## src/rtl/stepdiv_pkg.sv

```systemverilog
package stepdiv_pkg;

  typedef enum logic [2:0] {
    PH_IDLE = 3'b001,
    PH_WORK = 3'b010,
    PH_FIN  = 3'b100
  } phase_t;

  function automatic logic fits_under(input logic [15:0] rem, input logic [15:0] dvs);
    return rem >= dvs;
  endfunction

  function automatic logic [15:0] rem_after(input logic [15:0] rem, input logic [15:0] dvs);
    return rem - dvs;
  endfunction

endpackage

```

## src/rtl/stepdiv_ctrl.sv

```systemverilog
module stepdiv_ctrl
  import stepdiv_pkg::*;
(
  input  logic   clk,
  input  logic   rst,
  input  logic   start_i,
  input  logic   ack_i,
  input  logic   step_en_i,
  input  logic   fits_i,
  output phase_t phase_o
);

  phase_t phase_q, phase_d;

  always_comb begin
    phase_d = phase_q;
    unique case (phase_q)
      PH_IDLE: if (start_i) phase_d = PH_WORK;
      PH_WORK: if (step_en_i && !fits_i) phase_d = PH_FIN;
      PH_FIN:  if (ack_i) phase_d = PH_IDLE;
      default: phase_d = PH_IDLE;
    endcase
  end

  always_ff @(posedge clk) begin
    if (rst) phase_q <= PH_IDLE;
    else     phase_q <= phase_d;
  end

  assign phase_o = phase_q;

  p_one_phase_r9: assert property (@(posedge clk) disable iff (rst)
    $countones(phase_q) == 1);
  p_start_r3: assert property (@(posedge clk) disable iff (rst)
    (phase_q == PH_IDLE && start_i) |=> phase_q == PH_WORK);
  p_gate_hold_r6: assert property (@(posedge clk) disable iff (rst)
    (phase_q == PH_WORK && !step_en_i) |=> phase_q == PH_WORK);
  p_fin_hold_r7: assert property (@(posedge clk) disable iff (rst)
    (phase_q == PH_FIN && !ack_i) |=> phase_q == PH_FIN);
  p_ack_r7: assert property (@(posedge clk) disable iff (rst)
    (phase_q == PH_FIN && ack_i) |=> phase_q == PH_IDLE);

endmodule

```

## src/rtl/stepdiv_dpath.sv

```systemverilog
module stepdiv_dpath
  import stepdiv_pkg::*;
#(
  parameter int DATA_W = 8
) (
  input  logic              clk,
  input  logic              rst,
  input  logic              load_en,
  input  logic              sub_en,
  input  logic              hold_chk,
  input  logic [DATA_W-1:0] dividend_i,
  input  logic [DATA_W-1:0] divisor_i,
  output logic [DATA_W-1:0] rem_o,
  output logic [DATA_W-1:0] quo_o,
  output logic              fits_o
);

  localparam int PW = 16;

  logic [DATA_W-1:0] rem_q, dvs_q, quo_q;
  logic [PW-1:0]     rem_w, dvs_w, next_w;

  assign rem_w  = PW'(rem_q);
  assign dvs_w  = PW'(dvs_q);
  assign next_w = rem_after(rem_w, dvs_w);
  assign fits_o = fits_under(rem_w, dvs_w);

  always_ff @(posedge clk) begin
    if (load_en) begin
      rem_q <= dividend_i;
      dvs_q <= divisor_i;
      quo_q <= '0;
    end else if (sub_en) begin
      rem_q <= next_w[DATA_W-1:0];
      quo_q <= quo_q + 1'b1;
    end
  end

  assign rem_o = rem_q;
  assign quo_o = quo_q;

  p_step_r4: assert property (@(posedge clk) disable iff (rst)
    sub_en |=> (quo_q == $past(quo_q) + 1'b1) && (rem_q == $past(rem_q) - $past(dvs_q)));
  p_freeze_r6: assert property (@(posedge clk) disable iff (rst)
    hold_chk |=> $stable(quo_q) && $stable(rem_q));
  p_load_r2: assert property (@(posedge clk) disable iff (rst)
    load_en |=> quo_q == '0);

endmodule

```

## src/rtl/stepdiv_top.sv

```systemverilog
module stepdiv_top
  import stepdiv_pkg::*;
#(
  parameter int DATA_W = 8
) (
  input  logic              clk,
  input  logic              rst,
  input  logic              start_i,
  input  logic              ack_i,
  input  logic              step_en_i,
  input  logic [DATA_W-1:0] dividend_i,
  input  logic [DATA_W-1:0] divisor_i,
  output logic [DATA_W-1:0] quotient_o,
  output logic [DATA_W-1:0] remainder_o,
  output logic              st_idle_o,
  output logic              st_work_o,
  output logic              st_fin_o,
  output logic              done_o
);

  phase_t phase;
  logic   fits;
  logic   ev_load, ev_sub, ev_finish, ev_hold;

  assign ev_load   = (phase == PH_IDLE);
  assign ev_sub    = (phase == PH_WORK) && step_en_i && fits;
  assign ev_finish = (phase == PH_WORK) && step_en_i && !fits;
  assign ev_hold   = (phase == PH_FIN) || ((phase == PH_WORK) && !step_en_i) || ev_finish;

  stepdiv_ctrl ctrl_i (
    .clk       (clk),
    .rst       (rst),
    .start_i   (start_i),
    .ack_i     (ack_i),
    .step_en_i (step_en_i),
    .fits_i    (fits),
    .phase_o   (phase)
  );

  stepdiv_dpath #(.DATA_W(DATA_W)) dpath_i (
    .clk        (clk),
    .rst        (rst),
    .load_en    (ev_load),
    .sub_en     (ev_sub),
    .hold_chk   (ev_hold),
    .dividend_i (dividend_i),
    .divisor_i  (divisor_i),
    .rem_o      (remainder_o),
    .quo_o      (quotient_o),
    .fits_o     (fits)
  );

  assign st_idle_o = phase[0];
  assign st_work_o = phase[1];
  assign st_fin_o  = phase[2];
  assign done_o    = phase[2];

  p_fin_remainder_r10: assert property (@(posedge clk) disable iff (rst)
    ev_finish |=> st_fin_o);
  p_zero_divisor_r8: assert property (@(posedge clk) disable iff (rst)
    (st_work_o && step_en_i && !ev_finish) |=> st_work_o);

endmodule

```

## config.mk

```make
export PLATFORM = sky130hd
export DESIGN_NAME = stepdiv_top
export DESIGN_NICKNAME = d
export VERILOG_FILES = /design/src/rtl/stepdiv_pkg.sv /design/src/rtl/stepdiv_ctrl.sv /design/src/rtl/stepdiv_dpath.sv /design/src/rtl/stepdiv_top.sv
export SDC_FILE = /design/constraint.sdc
export NUM_CORES = 1
export LEC_CHECK = 0
export BUFFER_PORTS_ARGS = -buffer_cell sky130_fd_sc_hd__buf_2
export CAP_MARGIN = 20
export CELL_PAD_IN_SITES_DETAIL_PLACEMENT = 0
export CELL_PAD_IN_SITES_GLOBAL_PLACEMENT = 1
export CORE_MARGIN = 2
export CORE_UTILIZATION = 42
export CTS_CLUSTER_SIZE = 30
export DETAILED_ROUTE_END_ITERATION = 8
export GPL_TIMING_DRIVEN = 1
export PLACE_DENSITY = 0.95
export SLEW_MARGIN = 20
export SYNTH_ARGS = -nofsm -noshare
export SYNTH_HDL_FRONTEND = slang
export SYNTH_SLANG_ARGS = --single-unit
export TNS_END_PERCENT = 10
```

## constraint.sdc

```tcl
create_clock -name clk -period 6.78 [get_ports clk]
set_clock_uncertainty 0.15 [all_clocks]
set_input_delay 0.678 -clock clk [delete_from_list [all_inputs] [get_ports clk]]
set_output_delay 0.678 -clock clk [all_outputs]
set_load 0.01 [all_outputs]
```

After elaboration in Yosys (flattened, before gate mapping) --
Cells that the tools add are included.
Word-level totals: bits in registers 27
Operators by class: $lt $le $gt $ge 1, equality and inequality tests 6, multiplexer cells 6, $add $sub $neg 2, reductions and logical operators 6
Operators by type and width (number):
- 8-bit two-way mux | 2
- 3-bit two-way mux | 3
- 3-bit one-hot mux with 3 select lines | 1
- 8-bit by 1-bit adder with 8-bit output (second input constant) | 1
- 8-bit >= comparator | 1
- 8-bit subtractor | 1
- 2-bit inequality test (second input constant) | 2
- 3-bit by 1-bit equality test with 1-bit output (second input constant) | 1
- 3-bit by 2-bit equality test with 1-bit output (second input constant) | 1
- 3-bit equality test (second input constant) | 1
- 1-bit logical AND | 3
- 3-bit AND reduction | 1
- 2-bit by 1-bit inequality test with 1-bit output (second input constant) | 1
- 2-bit nonzero test | 1
- 1-bit logical NOT | 1

Longest topological paths before layout --
Gate-level depths: netlist of run 1.
word-level depth 5, mapped depth 8, gate-level depth less buffers 8

By module --
A second synthesis of run 1 with hierarchy kept.
Second synthesis, totals: cell total of the unflattened synthesis 153, area, all modules 1546.5 µm²
Modules (own cells, without submodules):
- stepdiv_dpath | cells an instance 129, seq. area each 640.6 µm², times used 1, area each 1345.0 µm²
- stepdiv_ctrl | cells an instance 17, seq. area each 60.1 µm², times used 1, area each 148.9 µm²
- stepdiv_top | cells an instance 7, seq. area each 0.0 µm², times used 1, area each 52.6 µm²

Worst setup path before layout of run 1 --
No wires, ideal clock.
path kind register to register, from register dpath_i.rem_q[0], in the netlist dpath_i.rem_o[0], to register dpath_i.rem_q[0], in the netlist dpath_i.rem_o[0], enable pin, setup time 0.337 ns, required time 6.293 ns, arrival 1.832 ns, setup slack 4.462 ns, cell stages (with the launch flop) 8, path through edfxtp_1 inv_1 ha_1 fa_1 nand2b_1 a21oi_2 o211ai_4 nand3_1
On the way: longest elaborated chain between the ends 3
Ends and longest elaborated chain:
- from (decl) | line stepdiv_dpath.sv:20 | logic [DATA_W-1:0] rem_q, dvs_q, quo_q;
- from (signal assigned) | line stepdiv_dpath.sv:30 | rem_q <= dividend_i;
- from (signal assigned) | line stepdiv_dpath.sv:34 | rem_q <= next_w[DATA_W-1:0];
- 8-bit >= comparator | line stepdiv_pkg.sv:10 | return rem >= dvs;
- 1-bit logical AND | line stepdiv_top.sv:26 | assign ev_sub = (phase == PH_WORK) && step_en_i && fits;
- 2-bit nonzero test (no source line)
Every way passes these cells. A chain may end at the register's enable or synchronous reset.

Final worst setup path of run 1 --
from register dpath_i.rem_q[0], in the netlist dpath_i.rem_o[0], to register dpath_i.rem_q[5], in the netlist dpath_i.rem_o[5], enable pin
Same word-level chain as after synthesis.

==> metrics.md, run 1 <==
| Metric | Value |
|---|---|
| Post-synth top cells | `a21oi_1 (16), edfxtp_1 (16), nand2_1 (15)` |
| DIE AREA | `4220 um2` |
| Die width | `64.9 um` |
| Lkg Pwr | `about 0.00080 uW` |
| Final period utilization | `37.1%` |
| Post-synthesis mux area share | `3.21%` |
| Initial antenna violation count | `0` |
| Main synth FF type | `edfxtp_1` |
| Post-DR vias/cell | `5.13` |
| Grt ovf | `0` |
| EDFF count, synth | `16` |
| Crit path capture type | `flop` |
| Reg clk slew, reported paths | `~0.09 ns` |
| Final WL | `3.00 mm` |
| Largest net degree at the start of global routing | `21` |
| Worst reg-to-reg setup slack | `4.26 ns` |
| Crit path max fanout | `10` |
| Post-synth net total | `approximately 190` |
| Root buffer cell | `clkbuf_8` |
| Psw | `156 uW` |
| Initial DRC Count | `roughly 50` |
| Status | `completed` |
| Multi-input logic area | `779 um2` |
| Area share of fa/ha/maj cells after synthesis | `8.51%` |
| Clk Latency, worst-skew pair | `0.28 ns` |
| Mapped Cells | `157` |
| Sw Share | `between 30% and 40%` |
| Critical R2R Capture | `dpath_i.rem_o[5]` |
| Max cap viols | `0` |
| Share of flip-flops with an asynchronous set or reset | `0%` |
| Ant diodes | `0` |
| RSZ-0062 raised after global routing | `false` |
| Vias | `1256` |
| PortBufs | `40` |
| Flop pwr share | `between 40% and 50%` |
| Peak supply drop | `0.101 mV` |
| Yosys warning total | `0` |
| Setup TNS | `0 ns` |
| Post-route insts no fill | `roughly 250` |
| Int Pwr | `around 300 uW` |
| Mapped Area | `1560 um2` |
| Clk sinks | `27` |
| DIE HEIGHT | `64.9 um` |
| Seq cells post-synth | `27` |
| Post-CTS Setup Repair Bufs | `0` |
| Post-route ant nets | `0` |
| Yosys cell types | `44` |
| Synth Area in Simple Gates | `19.2%` |
| Inst Count DP | `241` |
| Post-synthesis compound-gate area fraction | `18.0%` |
| Drt drc | `0` |
| Initial core utilization | `43.2%` |
| Hold Path Class | `reg -> reg` |
| CP Launch Type | `flop` |
| Global placer's final weighted congestion | `around 0.8` |
| Vias in the first global route | `1226` |
| Clock share of power | `20.5%` |
| Post-DP HPWL | `between 2 and 2.5 mm` |
| Register area | `701 um2` |
| Endpoint, Worst Hold | `dpath_i.quo_o[7]` |
| H-tree Lvls | `1` |
| Top cells by area, synth | `edfxtp_1 (31%), dfxtp_1 (14%), ha_1 (7.2%), a21oi_1 (5.1%), nand2_1 (3.6%)` |
| Num CTS Buffers | `3` |
| Seq/Total Area, Yosys | `44.9%` |
| Max_slew headroom | `70.4%` |
| Final hold viol count | `0` |
| Final net count | `229` |
| FF-to-FF path depth | `7` |
| Fill cells | `between 300 and 400` |
| Worst hold path depth | `2` |
| Largest family of logic cells by synthesized area | `simple AND/OR/NAND/NOR gates` |
| Post-CTS Resized | `0` |
| Post-synth top area cell | `edfxtp_1` |
| WL per Instance | `12.2 um` |
| Worst EP arrival | `between 2 and 2.5 ns` |
| XOR/XNOR Fraction of Synth Area | `1.12%` |
| Type of the worst setup path | `reg -> reg` |
| Final Critical Period | `2.52 ns` |
| Core area | `between 3000 and 4000 um2` |
| Reg2Reg Launch Point | `dpath_i.rem_o[0]` |
| # IOs | `41` |
| Clock Tree Buf Depth | `2` |
| Worst Hold Launch | `dpath_i.quo_o[7]` |
| Syn avg cell area | `9.93 um2` |
| Post-synth top area share | `30.8%` |
| Share of cells above drive strength 1 | `about 28%` |
| Pwr per Cell Area | `249 nW/um2` |
| TritonRoute pass-1 iters | `4` |
| Std-Cell Rows | `22` |
| F_max | `0.397 GHz` |
| Count of final setup violators | `0` |
| CTS Hold Bufs | `0` |
| Area grow syn2layout | `18.1%` |
| Final slew viol count | `0` |
| First-pass GRT wire length | `5.13 mm` |
| Comb power frac | `34.3%` |
| CTS tree | `built` |
| Worst-Margin Slew | `0.442 ns` |
| Critical Path RT | `6.57 ns` |
| Total GRT Usage | `about 15%` |
cell families after synthesis:
kind of cell	count (synthesis)
flip-flops	27
AND/OR/NAND/NOR	54
multiplexers	5
adder cells (fa/ha/maj)	10
buffers and inverters	18
XOR/XNOR	2
AO/OA/AOI/OAI	41
how the worst max path moves through the flow:
| stage | startpoint | end | slack (ns) | cells after the start |
|---|---|---|---|---|
| finish | dpath_i.rem_o[0] | dpath_i.rem_o[5] | 4.26 | 7 |
| global route | dpath_i.rem_o[0] | dpath_i.rem_o[5] | 4.12 | 7 |
| CTS | dpath_i.rem_o[0] | dpath_i.rem_o[5] | 4.24 | 7 |
| detailed placement | dpath_i.rem_o[0] | dpath_i.rem_o[5] | 4.27 | 7 |
| global placement | dpath_i.rem_o[0] | dpath_i.rem_o[4] | 4.33 | 7 |
| floorplan | dpath_i.rem_o[0] | dpath_i.rem_o[0] | 4.46 | 7 |
power groups by stage:
stage / logic, uW / registers (uW) / clock network (uW)
after floorplan: 112 / 216 / 0
after global placement: 157 / 210 / 0
after detailed placement: 159 / 211 / 0
after CTS: 160 / 207 / 97.3
after global routing: 179 / 210 / 103
final: 157 / 207 / 94.0
routing by layer:
layer | global-route usage [%] | part of all wire, %
met4 | 3.99 | 1.1
met5 | 0 | 0
met3 | 2.78 | 3.8
met2 | 28.2 | 48
met1 | 17.9 | 47
layout by cell type, fill, tap and decap left out, types with 2 or more instances in the layout:
| cell | instances |
|---|---|
| buf_2 | 40 |
| nand4_1 | 3 |
| nor3_1 | 5 |
| o21a_1 | 4 |
| nand2b_1 | 5 |
| clkinv_2 | 2 |
| edfxtp_1 | 16 |
| mux2i_1 | 5 |
| o21ai_0 | 5 |
| or3b_2 | 2 |
| nand3_1 | 5 |
| dfxtp_1 | 11 |
| ha_1 | 9 |
| nor2_1 | 8 |
| a21oi_1 | 16 |
| o31ai_1 | 5 |
| clkbuf_8 | 3 |
| nand2_1 | 15 |
| inv_1 | 13 |
cell type report:
class,count,area share [%]
timing repair buffer,40,10.9
tap,48,3.26
inverter,14,2.92
clock buffer,3,2.24
sequential,27,38.1
clock inverter,1,0.272
multi-input combinational,112,42.4
state kept, by name, indices dropped and copies added, names as in the netlist:
signal          cells
dpath_i.dvs_q       8
ctrl_i.phase_o      3
dpath_i.rem_o       8
dpath_i.quo_o       8
through the flow:
step	hold WS, ns	utilization [%]	setup slack (ns)	instance area (um2)	power (uW)
finish	0.323	51.0	4.26	1840	459
global route	0.376	51.0	4.12	1840	491
CTS	0.326	51.0	4.24	1840	465
detailed placement	0.305	49.8	4.27	1790	370
global placement	0.303	49.8	4.33	1790	366
floorplan	0.336	-	4.46	1560	328
critical path, stage by stage (launching register included):
cell	delay (ns)
edfxtp_1	0.37
inv_1	0.05
ha_1	0.21
fa_1	0.41
nand2b_1	0.19
a21oi_2	0.25
o211ai_4	0.17
nand3_1	0.37
No activity file was read; power rests on OpenSTA's default activity.
==> run 2, diff against run 1 <==
- ABC_AREA: default -> 1
- CORE_UTILIZATION: 42 -> 38
- PLACE_DENSITY: 0.95 -> 0.9
- clock period: 6.78 -> 2.6 ns (I/O delays scaled with it)
==> metrics.md, run 2 <==
| Metric | Value |
|---|---|
| Commonest non-fill, non-tap cell in the layout | `nand2_1` |
| Top cells by area, synth | `edfxtp_1 (29%), dfxtp_1 (14%), nand2_1 (12%), inv_1 (7.1%), ha_1 (6.9%)` |
| Final Critical Period | `between 2 and 2.5 ns` |
| Clock Tree Buf Depth | `2` |
| Total GRT Usage | `14.0%` |
| Share of cells above drive strength 1 | `23.3%` |
| PortBufs | `40` |
| Final slew viol count | `0` |
| Count of final setup violators | `0` |
| Reg2Reg Launch Point | `dpath_i.rem_o[0]` |
| CP bufs+invs | `2` |
| Post-CTS Setup Repair Bufs | `0` |
| Seq cells post-synth | `27` |
| Peak supply drop | `0.628 mV` |
| CP most frequent cell | `nand2_1` |
| Final WL | `3.28 mm` |
| F_max | `0.415 GHz` |
| Start point of the critical path | `dpath_i.rem_o[0]` |
| Grt ovf | `0` |
| Seq/Total Area, Yosys | `43.0%` |
| Setup TNS | `0 ns` |
| RSZ-0062 raised after global routing | `false` |
| Post-CTS Resized | `0` |
| Core area | `4060 um2` |
| Initial core utilization | `40.2%` |
| Critical R2R Capture | `dpath_i.rem_o[0]` |
| WL per Instance | `11.1 um` |
| Reg clk slew, reported paths | `0.09 ns` |
| CTS tree | `built` |
| Initial DRC Count | `33` |
| Initial antenna violation count | `0` |
| Root buffer cell | `clkbuf_8` |
| Die width | `69.5 um` |
| DIE HEIGHT | `roughly 70 um` |
| Count leader, synth | `nand2_1` |
| Setup crit end | `dpath_i.rem_o[0]` |
| Worst-Margin Slew | `0.409 ns` |
| Final period utilization | `92.6%` |
| Final net count | `277` |
| Post-synth top cells | `nand2_1 (53), inv_1 (31), nand3_1 (18)` |
| First-pass GRT wire length | `between 5 and 6 mm` |
| Post-synth net total | `232` |
| Inst Count DP | `290` |
| Std-Cell Rows | `23` |
| H-tree Lvls | `1` |
| Yosys cell types | `28` |
| Drt drc | `0` |
| Max_slew headroom | `72.6%` |
| Vias in the first global route | `1258` |
| Mapped Area | `1630 um2` |
| Main synth FF type | `edfxtp_1` |
| Final hold viol count | `0` |
| Sequence of cells on the critical path | `inv_1 -> ha_1 -> fa_1 -> inv_1 -> nand2_1 -> nand2_1 -> nand3_2 -> nand3_4 -> nand2_4 -> nand2_1` |
| Lkg Pwr | `about 0.00098 uW` |
| Delay-heaviest family, CP | `simple AND/OR/NAND/NOR gates` |
| Vias | `1355` |
| Num CTS Buffers | `3` |
| Pwr per Cell Area | `1210 nW/um2` |
| Worst hold path depth | `1` |
| Max cap viols | `0` |
| Clk sinks | `27` |
| Crit path max fanout | `9` |
| CP Launch Type | `flop` |
| Post-DR vias/cell | `about 4.6` |
| Worst EP arrival | `2.19 ns` |
| EDFF count, synth | `16` |
| Largest net degree at the start of global routing | `18` |
| Type of the worst setup path | `reg -> reg` |
| Post-route insts no fill | `approximately 300` |
| DIE AREA | `4830 um2` |
| Global placer's final weighted congestion | `0.805` |
| Post-synth top area share | `between 20% and 30%` |
| CP max-delay cell | `fa_1` |
| # IOs | `41` |
| TritonRoute pass-1 iters | `4` |
| Ant diodes | `0` |
| Post-route ant nets | `0` |
| Mapped Cells | `201` |
| Most frequent cells in the layout | `nand2_1 (53), buf_2 (40), inv_1 (31), nand3_1 (18), edfxtp_1 (16)` |
| Clk Latency, worst-skew pair | `0.27 ns` |
| Worst reg-to-reg setup slack | `about 0.19 ns` |
| Slowest stage delay, CP | `0.40 ns` |
| Post-DP HPWL | `2.54 mm` |
| Yosys warning total | `0` |
| FF-to-FF path depth | `10` |
| Status | `completed` |
| Critical Path RT | `~2.4 ns` |
| Worst Hold Launch | `divisor_i[6]` |
| Post-synth top area cell | `edfxtp_1` |
| Hold Path Class | `in -> reg` |
| Crit path capture type | `flop` |
| Area grow syn2layout | `19.3%` |
| Syn avg cell area | `8.11 um2` |
| Share of flip-flops with an asynchronous set or reset | `0%` |
| Crit. path cell count | `10` |
## run 2: worst register-to-register path, stage by stage, from the launching register on
cell	delay, ns
edfxtp_1	0.34
inv_1	0.04
ha_1	0.21
fa_1	0.40
inv_1	0.07
nand2_1	0.04
nand2_1	0.11
nand3_2	0.10
nand3_4	0.15
nand2_4	0.11
nand2_1	0.33
## run 2: area by class of cell
type | instances | area, um2
fillers | 408 | 2110
multi-input cells | 138 | 788
flip-flops and latches | 27 | 701
repair buffers | 43 | 225
inverters | 33 | 124
well taps | 50 | 62.6
clock buffers | 4 | 45.0
## run 2: worst min-delay path by stage
stage	end	slack (ns)
2_1_floorplan	ctrl_i.phase_o[1]	0.18
3_5_place_dp	dpath_i.dvs_q[4]	0.29
4_1_cts	dpath_i.dvs_q[6]	0.006
5_1_grt	dpath_i.dvs_q[6]	0.001
3_3_place_gp	dpath_i.dvs_q[3]	0.29
6_report	dpath_i.dvs_q[6]	0.01
## run 2: kinds of logic after synthesis
family,synth area share (%)
and+or+nand+nor,28.6
buffers and inverters,8.67
DFF,43.0
AOI/OAI and AO/OA,9.44
adders and majority gates,8.14
xor gates and xnor gates,2.15
## run 2: metrics by stage
step	power [uW]	hold slack [ns]	util [%]	cell area [um2]	worst slack, ns
detailed placement	2140	0.288	46.6	1890	0.183
finish	2350	0.0108	47.9	1950	0.193
CTS	2380	0.00560	47.7	1940	0.171
global route	2590	0.00109	47.9	1950	0.0205
global placement	2110	0.287	46.6	1890	0.266
floorplan	1770	0.179	-	1630	0.403
## run 2: layer usage
layer  up-vias  wire length (um)  global-route usage, %
met3         2               186                   3.63
met4         0                31                   2.61
met5         -                 0                      0
met1       582              1620                   18.7
met2        33              1440                   23.0
li1        738                 -                      -
## run 2: where the power goes
group          switching [uW]  total, uW  internal, uW
clock                     125        235           110
combinational             892       1380           490
sequential               62.1        733           671
total                    1080       2350          1270
## run 2: timing repair
action,in CTS,in global routing
endpoints found under the setup margin,0,0
hold buffers,0,1
hold endpoints to repair,0,1
==> run 3, diff against run 2 <==
==> constraint.sdc (replaced) <==
create_clock -name clk -period 2.6 [get_ports clk]
set_clock_uncertainty 0.15 [all_clocks]
set_input_delay 0.39 -clock clk [delete_from_list [all_inputs] [get_ports clk]]
set_output_delay 0.39 -clock clk [all_outputs]
set_load 0.01 [all_outputs]
==> metrics.md, run 3 (synthesis results as in run 2) <==
| Metric | Value |
|---|---|
| Status | `completed` |
| Vias in the first global route | `1258` |
| Int Pwr | `1270 uW` |
| CTS Hold Bufs | `0` |
| Std-Cell Rows | `23` |
| Reg clk slew, reported paths | `0.09 ns` |
| Post-DR vias/cell | `around 4.6` |
| Hold Path Class | `in -> reg` |
| Die width | `69.5 um` |
| Max_slew headroom | `72.6%` |
| Pwr per Cell Area | `1210 nW/um2` |
| F_max | `0.415 GHz` |
| Fill cells | `409` |
| Setup TNS | `0 ns` |
| Lkg Pwr | `0.000972 uW` |
| Post-DP HPWL | `2.54 mm` |
| Post-CTS Setup Repair Bufs | `0` |
| Comb power frac | `58.8%` |
| Crit path max fanout | `9` |
| Crit path capture type | `flop` |
| Type of the worst setup path | `reg -> reg` |
| DIE AREA | `approximately 4800 um2` |
| Final net count | `276` |
| Place WS | `0.183 ns` |
| Final Critical Period | `2.41 ns` |
| TritonRoute pass-1 iters | `4` |
| Clock share of power | `10.0%` |
| Flop pwr share | `31.2%` |
| Global placer's final weighted congestion | `between 0.8 and 0.9` |
| H-tree Lvls | `1` |
| Clk sinks | `27` |
| Core area | `4060 um2` |
| Initial core utilization | `approximately two fifths` |
| Most frequent cells in the layout | `nand2_1 (53), buf_2 (40), inv_1 (31), nand3_1 (18), edfxtp_1 (16)` |
| Share of cells above drive strength 1 | `23.4%` |
| WL per Instance | `between 10 and 15 um` |
| CTS tree | `built` |
| Area grow syn2layout | `18.7%` |
| Initial antenna violation count | `0` |
| Final slew viol count | `0` |
| Psw | `1080 uW` |
| Grt ovf | `0` |
| Final hold viol count | `0` |
| Ant diodes | `0` |
| Sw Share | `45.9%` |
| Final period utilization | `92.6%` |
| Post-CTS Resized | `0` |
| Clk Latency, worst-skew pair | `between 0.2 and 0.3 ns` |
| Num CTS Buffers | `3` |
| Drt drc | `0` |
| Critical Path RT | `2.38 ns` |
| Commonest non-fill, non-tap cell in the layout | `nand2_1` |
| PortBufs | `40` |
| Root buffer cell | `clkbuf_8` |
| Worst EP arrival | `2.19 ns` |
| # IOs | `41` |
| RSZ-0062 raised after global routing | `false` |
| Largest net degree at the start of global routing | `18` |
| Final Worst Setup Slack | `0.193 ns` |
| Count of final setup violators | `0` |
| Vias | `1351` |
| Max cap viols | `0` |
| Post-route ant nets | `0` |
| First-pass GRT wire length | `5.53 mm` |
| DIE HEIGHT | `69.5 um` |
| Total GRT Usage | `14.0%` |
| Initial DRC Count | `35` |
| CP Launch Type | `flop` |
| Worst-Margin Slew | `0.409 ns` |
| Peak supply drop | `0.628 mV` |
| Final WL | `3.28 mm` |
| Clock Tree Buf Depth | `2` |
[run 3: cell count changes in the layout (fill, tap and decap cells not counted)]
| cell | delta |
|---|---|
| dlygate4sd3_1 | -1 |
[run 3: power groups by stage]
stage / clock [uW] / sequential, uW / combinational (uW)
2_1_floorplan: 0 / 783 / 988
3_3_place_gp: 0 / 740 / 1370
3_5_place_dp: 0 / 746 / 1390
4_1_cts: 244 / 735 / 1400
5_1_grt: 257 / 752 / 1580
6_report: 235 / 733 / 1380
[run 3: worst paths after layout]
check,startpoint,end,slack (ns),cells after the start
max reg2reg,dpath_i.rem_o[0],dpath_i.rem_o[0],0.19,10
max,dpath_i.rem_o[0],dpath_i.rem_o[0],0.19,10
min,divisor_i[6],dpath_i.dvs_q[6],0.14,1
min reg2reg,dpath_i.quo_o[0],dpath_i.quo_o[0],0.36,2
[run 3: cell type report]
type | instances | area [um2] | area share, %
flip-flops and latches | 27 | 701 | 36.2
multi-input cells | 138 | 788 | 40.7
clock buffers | 4 | 45.0 | 2.33
repair buffers | 42 | 215 | 11.1
inverters | 33 | 124 | 6.40
well taps | 50 | 62.6 | 3.23
[run 3: stage by stage]
| step | cells | total power (uW) | hold WS, ns | cell area [um2] | utilization (%) |
|---|---|---|---|---|---|
| floorplan | 201 | 1770 | 0.309 | 1630 | - |
| global placement | 290 | 2110 | 0.350 | 1890 | 46.6 |
| detailed placement | 290 | 2140 | 0.350 | 1890 | 46.6 |
| CTS | 294 | 2380 | 0.136 | 1940 | 47.7 |
| global route | 294 | 2590 | 0.127 | 1940 | 47.7 |
| finish | 294 | 2350 | 0.141 | 1940 | 47.7 |
[run 3: critical path, cell delays in order, from the launching register on]
cell	delay [ns]
edfxtp_1	0.34
inv_1	0.04
ha_1	0.21
fa_1	0.40
inv_1	0.07
nand2_1	0.04
nand2_1	0.11
nand3_2	0.10
nand3_4	0.15
nand2_4	0.11
nand2_1	0.33
[run 3: routing by layer]
| metal | wire (um) | track usage (%) | vias up |
|---|---|---|---|
| met5 | 0 | 0 | - |
| met4 | 31 | 2.61 | 0 |
| met3 | 186 | 3.63 | 2 |
| met2 | 1440 | 23.0 | 33 |
| met1 | 1610 | 18.7 | 580 |
| li1 | - | - | 736 |
